[src/rtl/tpo_pkg.sv]
package tpo_pkg;
  parameter int unsigned OP_W   = 4;
  parameter int unsigned ADDR_W = 10;

  localparam int unsigned OPC_HALT = 0;
  localparam int unsigned OPC_ADD  = 1;
  localparam int unsigned OPC_SUB  = 2;

  typedef enum logic [2:0] {
    S_IDLE,
    S_FETCH,
    S_READ_A,
    S_READ_B,
    S_EXEC,
    S_WRITE_C
  } tpo_state_t;
endpackage

[src/rtl/tpo_decode.sv]
module tpo_decode #(
  parameter int unsigned OP_W   = tpo_pkg::OP_W,
  parameter int unsigned ADDR_W = tpo_pkg::ADDR_W,
  localparam int unsigned W     = OP_W + 4 * ADDR_W
) (
  input  logic [W-1:0]      word,
  output logic [ADDR_W-1:0] f_a,
  output logic [ADDR_W-1:0] f_b,
  output logic [ADDR_W-1:0] f_c,
  output logic [ADDR_W-1:0] f_d,
  output logic              is_sub,
  output logic              is_stop,
  output logic              is_illegal
);
  logic [OP_W-1:0] op;

  assign op  = word[W-1 -: OP_W];
  assign f_a = word[4*ADDR_W-1 -: ADDR_W];
  assign f_b = word[3*ADDR_W-1 -: ADDR_W];
  assign f_c = word[2*ADDR_W-1 -: ADDR_W];
  assign f_d = word[ADDR_W-1:0];

  always_comb begin
    is_sub     = (op == OP_W'(tpo_pkg::OPC_SUB));
    is_illegal = (op != OP_W'(tpo_pkg::OPC_HALT)) &&
                 (op != OP_W'(tpo_pkg::OPC_ADD))  &&
                 (op != OP_W'(tpo_pkg::OPC_SUB));
    is_stop    = is_illegal || (op == OP_W'(tpo_pkg::OPC_HALT));
  end
endmodule

[src/rtl/tpo_alu.sv]
module tpo_alu #(
  parameter int unsigned W = 44
) (
  input  logic [W-1:0] a,
  input  logic [W-1:0] b,
  input  logic         sub,
  output logic [W-1:0] res,
  output logic         flag
);
  // Bit W of the widened result is the carry-out (add) or borrow (sub).
  function automatic logic [W:0] wide_add(input logic [W-1:0] x, input logic [W-1:0] y);
    return {1'b0, x} + {1'b0, y};
  endfunction

  function automatic logic [W:0] wide_sub(input logic [W-1:0] x, input logic [W-1:0] y);
    return {1'b0, x} - {1'b0, y};
  endfunction

  logic [W:0] wide;

  always_comb begin
    wide = sub ? wide_sub(a, b) : wide_add(a, b);
    res  = wide[W-1:0];
    flag = wide[W];
  end
endmodule

[src/rtl/tpo_ctrl.sv]
module tpo_ctrl (
  input  logic                clk,
  input  logic                rst_n,
  input  logic                start,
  input  logic                stop_now,
  output tpo_pkg::tpo_state_t st
);
  import tpo_pkg::*;

  tpo_state_t st_nx;

  always_comb begin
    st_nx = st;
    unique case (st)
      S_IDLE:    if (start) st_nx = S_FETCH;
      S_FETCH:   st_nx = S_READ_A;
      S_READ_A:  st_nx = stop_now ? S_IDLE : S_READ_B;
      S_READ_B:  st_nx = S_EXEC;
      S_EXEC:    st_nx = S_WRITE_C;
      S_WRITE_C: st_nx = S_FETCH;
      default:   st_nx = S_IDLE;
    endcase
  end

  always_ff @(posedge clk) begin
    if (!rst_n) st <= S_IDLE;
    else        st <= st_nx;
  end
endmodule

[src/rtl/tpo_core.sv]
module tpo_core #(
  parameter int unsigned OP_W   = tpo_pkg::OP_W,
  parameter int unsigned ADDR_W = tpo_pkg::ADDR_W,
  localparam int unsigned W     = OP_W + 4 * ADDR_W
) (
  input  logic              clk,
  input  logic              rst_n,
  input  logic              start,
  input  logic [ADDR_W-1:0] start_addr,
  output logic [ADDR_W-1:0] mem_addr,
  output logic              mem_rd_en,
  output logic              mem_wr_en,
  output logic [W-1:0]      mem_wdata,
  input  logic [W-1:0]      mem_rdata,
  output logic              busy,
  output logic              done,
  output logic              illegal_op,
  output logic              carry_flag,
  output logic [ADDR_W-1:0] halt_addr
);
  import tpo_pkg::*;

  tpo_state_t          st;
  logic [W-1:0]        ir_q, opa_q, res_q;
  logic [ADDR_W-1:0]   pc_q;
  logic                done_q, ill_q, cry_q;

  logic [W-1:0]        dec_word;
  logic [ADDR_W-1:0]   dec_f1, dec_f2, dec_f3, dec_f4;
  logic                dec_sub, dec_stop, dec_illegal;
  logic [W-1:0]        alu_res;
  logic                alu_flag;

  // Named events used by the checker.
  logic ev_start, ev_stop, ev_retire;

  assign ev_start  = (st == S_IDLE) && start;
  assign ev_stop   = (st == S_READ_A) && dec_stop;
  assign ev_retire = (st == S_WRITE_C);

  // The fetched word is decoded straight off the bus so the A read can issue at once.
  assign dec_word = (st == S_READ_A) ? mem_rdata : ir_q;

  tpo_decode #(.OP_W(OP_W), .ADDR_W(ADDR_W)) u_dec (
    .word       (dec_word),
    .f_a        (dec_f1),
    .f_b        (dec_f2),
    .f_c        (dec_f3),
    .f_d        (dec_f4),
    .is_sub     (dec_sub),
    .is_stop    (dec_stop),
    .is_illegal (dec_illegal)
  );

  tpo_alu #(.W(W)) u_alu (
    .a    (opa_q),
    .b    (mem_rdata),
    .sub  (dec_sub),
    .res  (alu_res),
    .flag (alu_flag)
  );

  tpo_ctrl u_ctrl (
    .clk      (clk),
    .rst_n    (rst_n),
    .start    (start),
    .stop_now (dec_stop),
    .st       (st)
  );

  always_comb begin
    mem_addr  = pc_q;
    mem_rd_en = 1'b0;
    mem_wr_en = 1'b0;
    unique case (st)
      S_FETCH:   mem_rd_en = 1'b1;
      S_READ_A:  begin mem_addr = dec_f1; mem_rd_en = !dec_stop; end
      S_READ_B:  begin mem_addr = dec_f2; mem_rd_en = 1'b1; end
      S_WRITE_C: begin mem_addr = dec_f3; mem_wr_en = 1'b1; end
      default:   ;
    endcase
  end

  always_ff @(posedge clk) begin
    if (!rst_n) begin
      ir_q   <= '0;
      opa_q  <= '0;
      res_q  <= '0;
      pc_q   <= '0;
      done_q <= 1'b0;
      ill_q  <= 1'b0;
      cry_q  <= 1'b0;
    end else begin
      if (ev_start) begin
        pc_q   <= start_addr;
        done_q <= 1'b0;
        ill_q  <= 1'b0;
        cry_q  <= 1'b0;
      end
      if (st == S_READ_A) begin
        ir_q <= mem_rdata;
        if (dec_stop) begin
          done_q <= 1'b1;
          ill_q  <= dec_illegal;
        end
      end
      if (st == S_READ_B) opa_q <= mem_rdata;
      if (st == S_EXEC) begin
        res_q <= alu_res;
        if (alu_flag) cry_q <= 1'b1;
      end
      if (ev_retire) pc_q <= dec_f4;
    end
  end

  assign mem_wdata  = res_q;
  assign busy       = (st != S_IDLE);
  assign done       = done_q;
  assign illegal_op = ill_q;
  assign carry_flag = cry_q;
  assign halt_addr  = pc_q;
endmodule

[config.mk]
export PLATFORM = sky130hd
export DESIGN_NAME = tpo_core
export DESIGN_NICKNAME = d
export VERILOG_FILES = /design/src/rtl/tpo_pkg.sv /design/src/rtl/tpo_decode.sv /design/src/rtl/tpo_alu.sv /design/src/rtl/tpo_ctrl.sv /design/src/rtl/tpo_core.sv
export SDC_FILE = /design/constraint.sdc
export NUM_CORES = 1
export LEC_CHECK = 0
export BUFFER_PORTS_ARGS = -buffer_cell sky130_fd_sc_hd__buf_2
export CORE_MARGIN = 5
export CORE_UTILIZATION = 53
export CTS_CLUSTER_SIZE = 30
export DETAILED_ROUTE_END_ITERATION = 12
export PLACE_DENSITY = 0.73
export SETUP_SLACK_MARGIN = 0.2
export SLEW_MARGIN = 5
export SYNTH_ARGS = -nofsm -noshare
export SYNTH_HDL_FRONTEND = slang
export SYNTH_HIERARCHICAL = 1
export SYNTH_SLANG_ARGS = --single-unit
[constraint.sdc]
create_clock -name clk -period 5.8 [get_ports clk]
set_clock_uncertainty 0.1 [all_clocks]
set_input_delay 0.29 -clock clk [delete_from_list [all_inputs] [get_ports clk]]
set_output_delay 0.29 -clock clk [all_outputs]
set_load 0.005 [all_outputs]
==> impl_metrics.tcl <==
set metrics [dict create \
    status "completed" \
    max_cap_violations 0 \
    fp-row-count 50 \
    final_core_util 0.591 \
    cts_tree "done" \
    finalNetCount 1364 \
    yosysMostFrequentCell "sky130_fd_sc_hd__nand2_1" \
    synthDominantCellAreaShare 0.294 \
    synth.net_count 1324 \
    switching_share 0.278 \
    yosysWarningCount 6 \
    critPathLaunchType "flop" \
    timing.final.crit_share 0.890 \
    post_cts_hold_buffer_count 0 \
    routed_wirelength_normalized_by_instance_count_um 16.8 \
    dominantRegCellSynth "sky130_fd_sc_hd__dfxtp_1" \
    hold_path.class "in2reg" \
    avgSynthCellArea_sq_um 8.26 \
    fp.dieH_um 148 \
    timing.hold.worst.start "mem_rdata[41]" \
    clk_sink_count 148 \
    max_slew.worst_pin.slew_ns 0.949 \
    yosysSeqAreaShare 0.294 \
    finalHoldViolCount 0 \
    p_sw_w 0.000765 \
    startpoint_of_the_lowest_slack_register_to_register_path "u_ctrl/st[2]" \
    cp_common_cell "sky130_fd_sc_hd__a21o_1" \
    power-per-cell-area_nw_per_um2 249 \
    timing.final.setup_violations 0 \
    drcViolationCount 0 \
    post_synth_inst_count 1221 \
    cts-buffers-inserted 17 \
    critical_path_arrival_ns 5.42 \
    netlist_top_cells_count "sky130_fd_sc_hd__nand2_1 (206), sky130_fd_sc_hd__dfxtp_1 (148), sky130_fd_sc_hd__xnor2_1 (68)" \
    grt_peak_use_layer "met1" \
    design.portCount 127 \
    drive_gt1_frac 0.200 \
    wire_length_of_the_first_global_routing_pass_um 41500 \
    criticalPathCategory "reg2reg" \
    slowest_stage "sky130_fd_sc_hd__mux2_2" \
    endpoint_kind "flop" \
    post_synth_num_cell_types 78 \
    grt.met1_usage 0.349 \
    post_cts.repair.setup_buffers 0 \
    crit_start "u_ctrl/st[2]" \
    synthArstFlopShare 0 \
    vdd.ir_drop.worst_v 0.000213 \
    critPathMaxFanout 25 \
    cts-htree-levels 4 \
    grt.total_usage 0.231 \
    post_drt_via_cell_ratio 5.62 \
    cts_repair_resize_count 0 \
    path_clk_slew_ns 0.06 \
    ys_ff_latch 148 \
    crit_buf_inv 2 \
    crit_path_cell_trace "nor3b_2 -> mux2_2 -> nor4b_2 -> buf_4 -> buf_4 -> a31oi_1 -> xnor2_1 -> ha_1 -> a21o_1 -> a21o_1 -> a21oi_1 -> o21ai_1 -> a21o_1 -> a2111oi_0 -> a21oi_1 -> a41oi_1 -> o211ai_1 -> xor2_1 -> nand2_1 -> a21boi_0" \
    later_pin_clock_latency_in_the_skew_report_ns 0.43 \
    cts-root-to-sink-buffers 2 \
    maxClockFrequency_mhz 194 \
    detail_route.first_pass.iterations 8 \
    clock_power_share 0.433 \
    io_buffers 126 \
    rsz0062_at_grt "no" \
    detail-route-antenna-nets 0 \
    grt_start_max_net_pins 92 \
    count_of_vias_placed_by_the_detailed_router 8496 \
    static_leakage_power_nw 4.68 \
    synth-edff-count 0 \
    die-area_sq_um 21900 \
    critical_path.max_stage_delay_ns 0.44 \
    seq_power_share 0.385 \
    dp.final_hpwl_um 18500 \
    critical_path.top_delay_family "compound AO/OA/AOI/OAI gates" \
    timing.setup.tns_ns 0 \
    synthToLayoutAreaGrowth_pct 9.71 \
    initial_core_util 0.539 \
    maxSlewHeadroom 0.367 \
    clock-root-buffer "sky130_fd_sc_hd__clkbuf_16" \
    overflow 0 \
    grt_use_met3 0.0457 \
    synth_top_cells_by_area "sky130_fd_sc_hd__dfxtp_1 (29%), sky130_fd_sc_hd__nand2_1 (7.7%), sky130_fd_sc_hd__mux2_2 (6.0%)" \
    p_comb_frac 0.182 \
    die_x_um 148 \
    drt_iter0_drc 636 \
    yosysTopAreaCell "sky130_fd_sc_hd__dfxtp_1" \
    power_internal_w 0.00198 \
    synth_cell_area_sq_um 10100 \
    met2_usage 0.329 \
    worst_ep_required_time_ns 6.05 \
    globalplace.congestion 0.897 \
    antenna_found_initial 3 \
    finalCriticalPeriod_ns 5.16 \
    route.final.wire_length_um 25400 \
    grt_pass1_vias 7899 \
    timing_max_transition_violations_final 0 \
    placeableCoreArea_sq_um 18700 \
]
-- worst paths after layout --
path                    to  slack (ns)  cells after the start
max reg2reg  mem_wdata[43]        0.64                     20
max          mem_wdata[43]        0.64                     20
min              opa_q[41]        0.06                      3
min reg2reg  mem_wdata[12]        0.35                      2
-- sequential cells by signal (all words and copies together) (netlist names) --
name        flops
done            1
carry_flag      1
u_ctrl/st       3
mem_wdata      44
ir_q           44
illegal_op      1
halt_addr      10
opa_q          44
-- metal layers --
metal / vias to the layer above / part of all wire
li1: 4312 / -
met1: 3882 / 0.51
met2: 265 / 0.42
met3: 37 / 0.055
met4: 0 / 0.016
met5: - / 0
-- final cells by class --
| class | count | area (sq um) |
|---|---|---|
| tap | 234 | 293 |
| clock inverter | 14 | 203 |
| clock buffer | 18 | 429 |
| inverter | 26 | 97.6 |
| fill | 1723 | 7650 |
| timing repair buffer | 135 | 701 |
| antenna | 4 | 10.0 |
| sequential | 148 | 2960 |
| multi-input combinational | 933 | 6360 |
-- cells in the final DEF (no fill, tap or decap), types with 10 or more instances in the layout --
cell type and instances:
sky130_fd_sc_hd__nor2b_1 10, sky130_fd_sc_hd__dfxtp_1 148, sky130_fd_sc_hd__inv_1 26, sky130_fd_sc_hd__a211oi_1 13, sky130_fd_sc_hd__nor3_1 17, sky130_fd_sc_hd__nand3_1 13, sky130_fd_sc_hd__clkbuf_16 17, sky130_fd_sc_hd__nand2b_1 12
sky130_fd_sc_hd__mux2_2 54, sky130_fd_sc_hd__ha_1 45, sky130_fd_sc_hd__a21boi_1 48, sky130_fd_sc_hd__nand2_1 206, sky130_fd_sc_hd__o21ai_0 16, sky130_fd_sc_hd__buf_2 125, sky130_fd_sc_hd__o32a_1 10, sky130_fd_sc_hd__xnor2_1 68
sky130_fd_sc_hd__buf_4 10, sky130_fd_sc_hd__a21oi_1 65, sky130_fd_sc_hd__xor2_1 16, sky130_fd_sc_hd__nor2_1 63, sky130_fd_sc_hd__o221a_2 10, sky130_fd_sc_hd__a21o_1 37, sky130_fd_sc_hd__a31oi_1 16, sky130_fd_sc_hd__and2_1 52
sky130_fd_sc_hd__mux2i_1 11, sky130_fd_sc_hd__a21boi_0 44
-- through the flow --
stage	area [sq um]	setup WS [ns]	total power, W	std cells	hold WS, ns
after floorplan	10100	0.714	0.00145	1221	0.325
after global placement	10400	0.909	0.00157	1476	0.339
after detailed placement	10400	0.720	0.00157	1476	0.343
after CTS	11000	0.695	0.00276	1508	0.0459
after global routing	11100	0.257	0.00286	1512	0.0498
final	11100	0.635	0.00275	1512	0.0573
-- cell families (layout without fill, tap and decap cells) --
logic type	Yosys count	in the layout	synth area share
XOR/XNOR	84	84	0.0730
flip-flops	148	148	0.294
AO/OA/AOI/OAI	315	315	0.227
multiplexers	65	65	0.0713
adder cells (fa/ha/maj)	46	46	0.0578
AND/OR/NAND/NOR	423	423	0.201
buffers and inverters	140	193	0.0761
other	0	4	0
-- worst reg2reg max path, stage by stage, from the launching register on --
cell and delay (ns):
sky130_fd_sc_hd__dfxtp_1 0.32, sky130_fd_sc_hd__nor3b_2 0.39, sky130_fd_sc_hd__mux2_2 0.44, sky130_fd_sc_hd__nor4b_2 0.32, sky130_fd_sc_hd__buf_4 0.31, sky130_fd_sc_hd__buf_4 0.34, sky130_fd_sc_hd__a31oi_1 0.09, sky130_fd_sc_hd__xnor2_1 0.16
sky130_fd_sc_hd__ha_1 0.39, sky130_fd_sc_hd__a21o_1 0.22, sky130_fd_sc_hd__a21o_1 0.16, sky130_fd_sc_hd__a21oi_1 0.16, sky130_fd_sc_hd__o21ai_1 0.09, sky130_fd_sc_hd__a21o_1 0.18, sky130_fd_sc_hd__a2111oi_0 0.41, sky130_fd_sc_hd__a21oi_1 0.09
sky130_fd_sc_hd__a41oi_1 0.42, sky130_fd_sc_hd__o211ai_1 0.16, sky130_fd_sc_hd__xor2_1 0.15, sky130_fd_sc_hd__nand2_1 0.06, sky130_fd_sc_hd__a21boi_0 0.15
-- power by group through the flow --
stage | Sequential, W | Clock (W) | Combinational (W)
final | 0.00106 | 0.00119 | 0.000501
after global routing | 0.00106 | 0.00125 | 0.000550
after CTS | 0.00106 | 0.00120 | 0.000496
after detailed placement | 0.00108 | 0 | 0.000491
after global placement | 0.00108 | 0 | 0.000490
after floorplan | 0.00108 | 0 | 0.000376
(Power assumes the default switching activity.)
